==> src/rtl/pwm_pkg.sv <==
package pwm_pkg;
  // field sizes
  localparam int TICK_W   = 10;
  localparam int EXP_W    = 5;
  localparam int PS_HI_W  = 4;

  // register byte offsets
  localparam int CTRL_OFS  = 0;
  localparam int COUNT_OFS = 4;

  // control register bit positions
  localparam int PS_HI_LSB = 16;
  localparam int PS_LO_BIT = 15;
  localparam int STAGE_BIT = 11;
  localparam int SRC_BIT   = 4;
  localparam int RUN_BIT   = 0;

  // count register bit positions
  localparam int PER_LSB = 16;
  localparam int PH_LSB  = 0;

  typedef struct packed {
    logic [TICK_W-1:0] per;
    logic [TICK_W-1:0] ph;
    logic [EXP_W-1:0]  exp;
  } timing_t;
endpackage

==> src/rtl/pwm_regs.sv <==
module pwm_regs
  import pwm_pkg::*;
#(
  parameter int ADDR_W  = 4,
  parameter int DATA_W  = 32,
  parameter int MAX_EXP = 24
) (
  input  logic              clk,
  input  logic              rst,
  input  logic              wr_en,
  input  logic              rd_en,
  input  logic [ADDR_W-1:0] addr,
  input  logic [DATA_W-1:0] wdata,
  input  logic              wrap,
  output logic [DATA_W-1:0] rdata,
  output timing_t           act,
  output logic              go,
  output logic              en_q,
  output logic              stage_q
);
  localparam logic [ADDR_W-1:0] A_CTRL  = ADDR_W'(CTRL_OFS);
  localparam logic [ADDR_W-1:0] A_COUNT = ADDR_W'(COUNT_OFS);
  localparam logic [EXP_W-1:0]  EXP_CAP = EXP_W'(MAX_EXP);

  logic [PS_HI_W-1:0] ps_hi_q;
  logic               ps_lo_q;
  logic               src_q;
  logic [TICK_W-1:0]  sh_per_q;
  logic [TICK_W-1:0]  sh_ph_q;
  logic               pending_q;

  logic               hit_ctrl;
  logic               hit_count;
  logic               commit;
  logic [EXP_W-1:0]   raw_exp;
  timing_t            staged;
  logic [DATA_W-1:0]  ctrl_view;
  logic [DATA_W-1:0]  count_view;
  logic               unused_wbits;

  assign hit_ctrl  = wr_en && (addr == A_CTRL);
  assign hit_count = wr_en && (addr == A_COUNT);
  assign unused_wbits = ^wdata;

  // exponent = high field doubled plus the low bit, capped at MAX_EXP
  assign raw_exp    = {ps_hi_q, ps_lo_q};
  assign staged.per = sh_per_q;
  assign staged.ph  = sh_ph_q;
  assign staged.exp = (raw_exp > EXP_CAP) ? EXP_CAP : raw_exp;

  // the channel runs only on a legal working set
  assign go = en_q && (act.per != '0) && (act.ph != '0);

  // shadow to working copy: never while staging, else when idle or at period end
  assign commit = pending_q && !stage_q && (!go || wrap);

  always_ff @(posedge clk) begin
    if (rst) begin
      ps_hi_q <= '0;
      ps_lo_q <= 1'b0;
      stage_q <= 1'b0;
      src_q   <= 1'b0;
      en_q    <= 1'b0;
    end else if (hit_ctrl) begin
      ps_hi_q <= wdata[PS_HI_LSB +: PS_HI_W];
      ps_lo_q <= wdata[PS_LO_BIT];
      stage_q <= wdata[STAGE_BIT];
      src_q   <= wdata[SRC_BIT];
      en_q    <= wdata[RUN_BIT];
    end
  end

  always_ff @(posedge clk) begin
    if (rst) begin
      sh_per_q <= '0;
      sh_ph_q  <= '0;
    end else if (hit_count) begin
      sh_per_q <= wdata[PER_LSB +: TICK_W];
      sh_ph_q  <= wdata[PH_LSB +: TICK_W];
    end
  end

  always_ff @(posedge clk) begin
    if (rst) begin
      pending_q <= 1'b0;
    end else if (hit_ctrl || hit_count) begin
      pending_q <= 1'b1;
    end else if (commit) begin
      pending_q <= 1'b0;
    end
  end

  always_ff @(posedge clk) begin
    if (rst) begin
      act <= '0;
    end else if (commit) begin
      act <= staged;
    end
  end

  always_comb begin
    ctrl_view = '0;
    ctrl_view[PS_HI_LSB +: PS_HI_W] = ps_hi_q;
    ctrl_view[PS_LO_BIT] = ps_lo_q;
    ctrl_view[STAGE_BIT] = stage_q;
    ctrl_view[SRC_BIT]   = src_q;
    ctrl_view[RUN_BIT]   = en_q;
  end

  always_comb begin
    count_view = '0;
    count_view[PER_LSB +: TICK_W] = sh_per_q;
    count_view[PH_LSB +: TICK_W]  = sh_ph_q;
  end

  always_ff @(posedge clk) begin
    if (rst) begin
      rdata <= '0;
    end else if (rd_en) begin
      if (addr == A_CTRL) begin
        rdata <= ctrl_view;
      end else if (addr == A_COUNT) begin
        rdata <= count_view;
      end else begin
        rdata <= '0;
      end
    end
  end
endmodule

==> src/rtl/pwm_prescale.sv <==
module pwm_prescale #(
  parameter int MAX_EXP = 24,
  parameter int EXP_W   = 5
) (
  input  logic             clk,
  input  logic             rst,
  input  logic             go,
  input  logic [EXP_W-1:0] exp,
  output logic             tick
);
  generate
    if (MAX_EXP == 0) begin : g_bypass
      logic unused_in;
      assign unused_in = ^{clk, rst, exp};
      assign tick = go;
    end else begin : g_div
      localparam int PRE_W = MAX_EXP;
      logic [PRE_W:0]   span;
      logic [PRE_W-1:0] lim;
      logic [PRE_W-1:0] pre_q;

      // 2^exp clocks per tick; the counter compares against 2^exp - 1
      assign span = ((PRE_W+1)'(1) << exp) - (PRE_W+1)'(1);
      assign lim  = span[PRE_W-1:0];
      assign tick = go && (pre_q == lim);

      always_ff @(posedge clk) begin
        if (rst || !go) begin
          pre_q <= '0;
        end else if (tick) begin
          pre_q <= '0;
        end else begin
          pre_q <= pre_q + PRE_W'(1);
        end
      end
    end
  endgenerate
endmodule

==> src/rtl/pwm_wave.sv <==
module pwm_wave #(
  parameter int TICK_W = 10
) (
  input  logic              clk,
  input  logic              rst,
  input  logic              go,
  input  logic              tick,
  input  logic [TICK_W-1:0] per,
  input  logic [TICK_W-1:0] ph,
  output logic [TICK_W-1:0] cnt,
  output logic              wrap,
  output logic              pwm_out
);
  logic last;

  assign last = (cnt == per - TICK_W'(1));
  assign wrap = tick && last;

  always_ff @(posedge clk) begin
    if (rst || !go) begin
      cnt <= '0;
    end else if (tick) begin
      cnt <= last ? '0 : cnt + TICK_W'(1);
    end
  end

  // high while the tick count is below the phase value
  always_ff @(posedge clk) begin
    if (rst) begin
      pwm_out <= 1'b0;
    end else begin
      pwm_out <= go && (cnt < ph);
    end
  end
endmodule

==> src/rtl/pwm_timer.sv <==
module pwm_timer
  import pwm_pkg::*;
#(
  parameter int ADDR_W  = 4,
  parameter int MAX_EXP = 24
) (
  input  logic              clk,
  input  logic              rst,
  input  logic              bus_wr,
  input  logic              bus_rd,
  input  logic [ADDR_W-1:0] bus_addr,
  input  logic [31:0]       bus_wdata,
  output logic [31:0]       bus_rdata,
  output logic              pwm_out
);
  timing_t           act;
  logic [TICK_W-1:0] act_per;
  logic [TICK_W-1:0] act_ph;
  logic [EXP_W-1:0]  act_exp;
  logic              go;
  logic              en_q;
  logic              stage_q;
  logic              tick;
  logic              wrap;
  logic [TICK_W-1:0] cnt;

  assign act_per = act.per;
  assign act_ph  = act.ph;
  assign act_exp = act.exp;

  pwm_regs #(
    .ADDR_W (ADDR_W),
    .DATA_W (32),
    .MAX_EXP(MAX_EXP)
  ) u_regs (
    .clk    (clk),
    .rst    (rst),
    .wr_en  (bus_wr),
    .rd_en  (bus_rd),
    .addr   (bus_addr),
    .wdata  (bus_wdata),
    .wrap   (wrap),
    .rdata  (bus_rdata),
    .act    (act),
    .go     (go),
    .en_q   (en_q),
    .stage_q(stage_q)
  );

  pwm_prescale #(
    .MAX_EXP(MAX_EXP),
    .EXP_W  (EXP_W)
  ) u_pre (
    .clk (clk),
    .rst (rst),
    .go  (go),
    .exp (act_exp),
    .tick(tick)
  );

  pwm_wave #(
    .TICK_W(TICK_W)
  ) u_wave (
    .clk    (clk),
    .rst    (rst),
    .go     (go),
    .tick   (tick),
    .per    (act_per),
    .ph     (act_ph),
    .cnt    (cnt),
    .wrap   (wrap),
    .pwm_out(pwm_out)
  );
endmodule

==> config.mk <==
export PLATFORM = sky130hd
export DESIGN_NAME = pwm_timer
export DESIGN_NICKNAME = d
export VERILOG_FILES = /design/src/rtl/pwm_pkg.sv /design/src/rtl/pwm_regs.sv /design/src/rtl/pwm_prescale.sv /design/src/rtl/pwm_wave.sv /design/src/rtl/pwm_timer.sv
export SDC_FILE = /design/constraint.sdc
export NUM_CORES = 1
export LEC_CHECK = 0
export ABC_AREA = 1
export BUFFER_PORTS_ARGS = -buffer_cell sky130_fd_sc_hd__buf_2
export CAP_MARGIN = 30
export CORE_MARGIN = 2
export CORE_UTILIZATION = 59
export CTS_CLUSTER_DIAMETER = 30
export CTS_CLUSTER_SIZE = 12
export DETAILED_ROUTE_END_ITERATION = 8
export PLACE_DENSITY = 0.87
export SLEW_MARGIN = 0
export SYNTH_ARGS = -nofsm -noshare
export SYNTH_HDL_FRONTEND = slang
export SYNTH_SLANG_ARGS = --single-unit
export TNS_END_PERCENT = 5
==> constraint.sdc <==
create_clock -name clk -period 3.5 [get_ports clk]
set_clock_uncertainty 0.05 [all_clocks]
set_input_delay 0.175 -clock clk [delete_from_list [all_inputs] [get_ports clk]]
set_output_delay 0.175 -clock clk [all_outputs]
set_load 0.02 [all_outputs]
==> impl_metrics.xml <==
<?xml version="1.0" encoding="UTF-8"?>
<metrics>
  <group name="timing">
    <metric name="max-slew-margin-rel" unit="%">48.2</metric>
    <metric name="rsz0062_at_grt" unit="">false</metric>
    <metric name="final_min_period_over_clock_period" unit="%">85.4</metric>
    <metric name="setup_ws" unit="ns">0.513</metric>
    <metric name="final_max_slew_viol_count" unit="">0</metric>
    <metric name="hold_violations" unit="">0</metric>
    <metric name="max_frequency" unit="MHz">335</metric>
    <metric name="timing_worst_slew_pin_value" unit="ns">0.776</metric>
    <metric name="setup_violations" unit="">0</metric>
    <metric name="total_negative_setup_slacks" unit="ns">0</metric>
    <metric name="timing.final.crit_period" unit="ns">2.99</metric>
  </group>
  <group name="logic_synthesis">
    <metric name="async_reset_ff_share" unit="%">0</metric>
    <metric name="unique_cell_type_count_in_the_yosys_netlist" unit="">40</metric>
    <metric name="synth_largest_area_cell" unit="">sky130_fd_sc_hd__dfxtp_1</metric>
    <metric name="synth_area" unit="µm²">6330</metric>
    <metric name="synth_top_area_share" unit="%">35.1</metric>
    <metric name="synth.yosys.warnings" unit="">0</metric>
    <metric name="synth.top_cells.by_area" unit="">sky130_fd_sc_hd__dfxtp_1 (35%), sky130_fd_sc_hd__nand2_1 (12%), sky130_fd_sc_hd__nor2_1 (7.3%)</metric>
    <metric name="synth_seq_area_share" unit="%">35.1</metric>
    <metric name="postSynthRegisterBits" unit="">111</metric>
    <metric name="netlist_instances" unit="">955</metric>
    <metric name="synthesis.area_per_instance" unit="µm²">6.63</metric>
    <metric name="number_of_flops_mapped_to_enable_cells_by_yosys" unit="">0</metric>
    <metric name="synth_ff_type" unit="">sky130_fd_sc_hd__dfxtp_1</metric>
  </group>
  <group name="status">
    <metric name="outcome" unit="">complete, no violations</metric>
  </group>
  <group name="setup_path">
    <metric name="r2r_setup_slack" unit="ns">0.51</metric>
    <metric name="critPathLaunchType" unit="">register</metric>
    <metric name="critical_path.cell_chain" unit="">nand2_1, inv_1, nand2_1, ha_1, nand2_1, inv_1, nand3_1, nand2_1, nor2_1, nand2_1, nor2_1, nand2_1, nor2_2, nand3_2, nand2_2, buf_4, nand3_1, a21oi_1</metric>
    <metric name="cp_top_family" unit="">simple AND/OR/NAND/NOR gates</metric>
    <metric name="worstReg2RegEnd" unit="">u_regs.act[6]</metric>
    <metric name="timing.reg2reg.worst_path_depth" unit="">18</metric>
    <metric name="critical_path.endpoint_type" unit="">register</metric>
    <metric name="cp_num_buf_inv" unit="">3</metric>
    <metric name="worst-endpoint-arrival" unit="ns">3.27</metric>
    <metric name="cp.required" unit="ns">3.78</metric>
    <metric name="cp_slowest_stage_delay" unit="ns">0.51</metric>
    <metric name="timing.critical_path.mode_cell" unit="">sky130_fd_sc_hd__nand2_1</metric>
    <metric name="crit_path_max_fanout" unit="">28</metric>
    <metric name="timing.setup.critical_path_class" unit="">register to register</metric>
    <metric name="crit_path_top_delay_cell" unit="">sky130_fd_sc_hd__dfxtp_1</metric>
    <metric name="r2r_start" unit="">u_regs.act[0]</metric>
  </group>
  <group name="pwr">
    <metric name="peakVddDrop" unit="V">0.000359</metric>
    <metric name="power.density" unit="nW/µm²">350</metric>
    <metric name="power_leakage" unit="µW">0.00304</metric>
  </group>
  <group name="place">
    <metric name="postPlaceCellArea" unit="µm²">6620</metric>
    <metric name="port_buffers" unit="">52</metric>
    <metric name="place_worst_setup_slack" unit="ns">0.432</metric>
    <metric name="detailed_place_hpwl" unit="µm">10800</metric>
    <metric name="globalplace.congestion" unit="">0.949</metric>
  </group>
  <group name="floorplan">
    <metric name="start_util" unit="%">61.1</metric>
    <metric name="fp.dieArea" unit="µm²">11600</metric>
    <metric name="die_h" unit="µm">108</metric>
    <metric name="std_cell_rows" unit="">37</metric>
    <metric name="fp.dieW" unit="µm">108</metric>
    <metric name="core" unit="µm²">10400</metric>
    <metric name="design.portCount" unit="">73</metric>
  </group>
  <group name="clocking">
    <metric name="cts-htree-levels" unit="">3</metric>
    <metric name="cts_made_buffers" unit="">9</metric>
    <metric name="clock_tree.root_cell" unit="">sky130_fd_sc_hd__clkbuf_8</metric>
    <metric name="postCtsSetupBuffers" unit="">0</metric>
    <metric name="clockBufferDepth" unit="">2</metric>
    <metric name="clkSinkCount" unit="">111</metric>
    <metric name="cts_tree" unit="">built</metric>
    <metric name="clk_transition_reported_paths" unit="ns">0.12</metric>
    <metric name="clock_insertion_delay_worst_skew" unit="ns">0.41</metric>
  </group>
  <group name="global_route">
    <metric name="grt_antenna_before_repair" unit="">0</metric>
    <metric name="grt.overflow.total" unit="">0</metric>
    <metric name="grt_start_max_net_pins" unit="">54</metric>
    <metric name="grt_util_all_layers" unit="%">27.5</metric>
    <metric name="grt_pass1_vias" unit="">5576</metric>
    <metric name="grt_pass1_wl" unit="µm">25900</metric>
  </group>
  <group name="hold_path">
    <metric name="min-delay-path-class" unit="">input pin to register</metric>
    <metric name="hold_depth" unit="">3</metric>
    <metric name="holdCritStartpoint" unit="">bus_wdata[19]</metric>
    <metric name="min_to" unit="">u_regs.ps_hi_q[3]</metric>
  </group>
  <group name="finish">
    <metric name="final_design_area_no_fill" unit="µm²">7030</metric>
    <metric name="area_growth" unit="%">11.1</metric>
    <metric name="drive_gt1_share" unit="%">10.7</metric>
    <metric name="nets" unit="">1064</metric>
    <metric name="num_antenna_cells" unit="">0</metric>
    <metric name="final_core_util" unit="%">67.8</metric>
    <metric name="num-fill-cells" unit="">884</metric>
  </group>
  <group name="run">
    <metric name="cap_viol_max_count" unit="">0</metric>
  </group>
  <group name="route">
    <metric name="drt-vias-per-instance" unit="">5.50</metric>
    <metric name="final_antenna_net_count" unit="">0</metric>
    <metric name="wl_per_cell" unit="µm">13.5</metric>
    <metric name="overall_routed_net_length" unit="µm">15500</metric>
    <metric name="drt_iter0_drc" unit="">515</metric>
    <metric name="remaining_drc_errors" unit="">0</metric>
    <metric name="route.vias.total" unit="">6330</metric>
    <metric name="first_pass_iters" unit="">7</metric>
  </group>
</metrics>
kinds of logic (layout without fill, tap and decap cells):
family	after synthesis	in the layout	share of synthesized area [%]
DFF	111	111	35.1
adders and majority gates	14	14	2.77
and+or+nand+nor	485	485	33.6
xor gates and xnor gates	32	32	4.64
AOI/OAI and AO/OA	156	156	13.0
other	1	10	0.0592
buffers and inverters	156	207	10.8
tightest hold or removal path: stages:
cell and delay [ns]:
sky130_fd_sc_hd__buf_2 0.09, sky130_fd_sc_hd__o21ai_0 0.07, sky130_fd_sc_hd__a21oi_1 0.11
synth_stat cells (all sizes together) (2+ instances only):
cell,number
nand2,207
nor2,133
dfxtp,111
inv,110
nand3,87
a21oi,76
o21ai,65
xor2,26
buf,25
clkbuf,20
nand4,20
nor3,20
ha,14
nor3b,7
o221ai,6
xnor2,5
nor4,4
or2,4
a31oi,2
o21bai,2
metal layers:
layer,global-route usage (%),up-vias,wire [µm]
li1,-,3194,-
met4,10.5,0,372
met5,0,-,0
met2,43.5,260,7070
met3,4.84,37,1140
met1,37.5,2839,6960
how the worst max path moves through the flow:
stage	from	end	slack [ns]	depth (start not counted)
detailed placement	u_regs.act[0]	u_regs.act[8]	0.43	18
global placement	u_regs.act[4]	u_regs.act[23]	0.52	19
global route	u_regs.act[0]	u_regs.act[8]	0.20	18
finish	u_regs.act[0]	u_regs.act[6]	0.51	18
CTS	u_regs.act[0]	u_regs.act[6]	0.38	18
floorplan	u_regs.act[4]	u_regs.act[19]	0.94	19
layout make-up:
type | instances | area (µm²) | share of cell area, %
clock buffers | 9 | 124 | 1.76
well taps | 136 | 170 | 2.42
inverters | 111 | 417 | 5.92
repair buffers | 80 | 528 | 7.51
flip-flops and latches | 111 | 2220 | 31.6
multi-input cells | 697 | 3460 | 49.2
clock inverters | 7 | 113 | 1.60
placed cells by master (no fill, tap or decap), types with 5 or more instances in the layout:
master and count:
sky130_fd_sc_hd__dlygate4sd3_1 18, sky130_fd_sc_hd__o221ai_1 6, sky130_fd_sc_hd__a21oi_1 76, sky130_fd_sc_hd__xor2_1 26, sky130_fd_sc_hd__nand3_1 85, sky130_fd_sc_hd__xnor2_1 5
sky130_fd_sc_hd__nor2_2 8, sky130_fd_sc_hd__nand4_1 20, sky130_fd_sc_hd__ha_1 14, sky130_fd_sc_hd__nand2_2 7, sky130_fd_sc_hd__dfxtp_1 111, sky130_fd_sc_hd__nor3b_1 7
sky130_fd_sc_hd__clkbuf_8 9, sky130_fd_sc_hd__conb_1 10, sky130_fd_sc_hd__buf_4 9, sky130_fd_sc_hd__inv_2 6, sky130_fd_sc_hd__inv_1 104, sky130_fd_sc_hd__buf_2 52
sky130_fd_sc_hd__nand2_1 200, sky130_fd_sc_hd__nor3_1 19, sky130_fd_sc_hd__o21ai_0 61, sky130_fd_sc_hd__nor2_1 123
metrics by stage:
| step | std cells | hold WS [ns] | power, µW |
|---|---|---|---|
| floorplan | 964 | 0.260 | 1520 |
| global placement | 1117 | 0.349 | 1580 |
| detailed placement | 1117 | 0.352 | 1590 |
| CTS | 1151 | 0.0114 | 2450 |
| global route | 1151 | 0.0269 | 2540 |
| finish | 1151 | 0.0218 | 2460 |
what timing repair did:
action,CTS,global route
hold endpoints to repair,17,0
hold buffers,18,0
setup endpoints to repair,0,14
resized for setup,0,1
power by group:
| part | leakage (µW) | switching (µW) | internal [µW] |
|---|---|---|---|
| Sequential | 0.000899 | 15.4 | 1290 |
| Clock | 0.000115 | 522 | 359 |
| Combinational | 0.00203 | 186 | 96.0 |
| Total | 0.00304 | 723 | 1740 |
sequential cells by signal, indices dropped and copies added, names as in the netlist:
name,flops
u_pre.g_div.pre_q,24
u_wave.cnt,10
u_regs.ps_hi_q,4
u_regs.pending_q,1
u_regs.stage_q,1
u_regs.src_q,1
u_wave.pwm_out,1
u_regs.ps_lo_q,1
u_regs.sh_ph_q,10
u_regs.rdata,22
u_regs.act,25
u_regs.en_q,1
u_regs.sh_per_q,10
No activity file was read; power rests on OpenSTA's default activity.
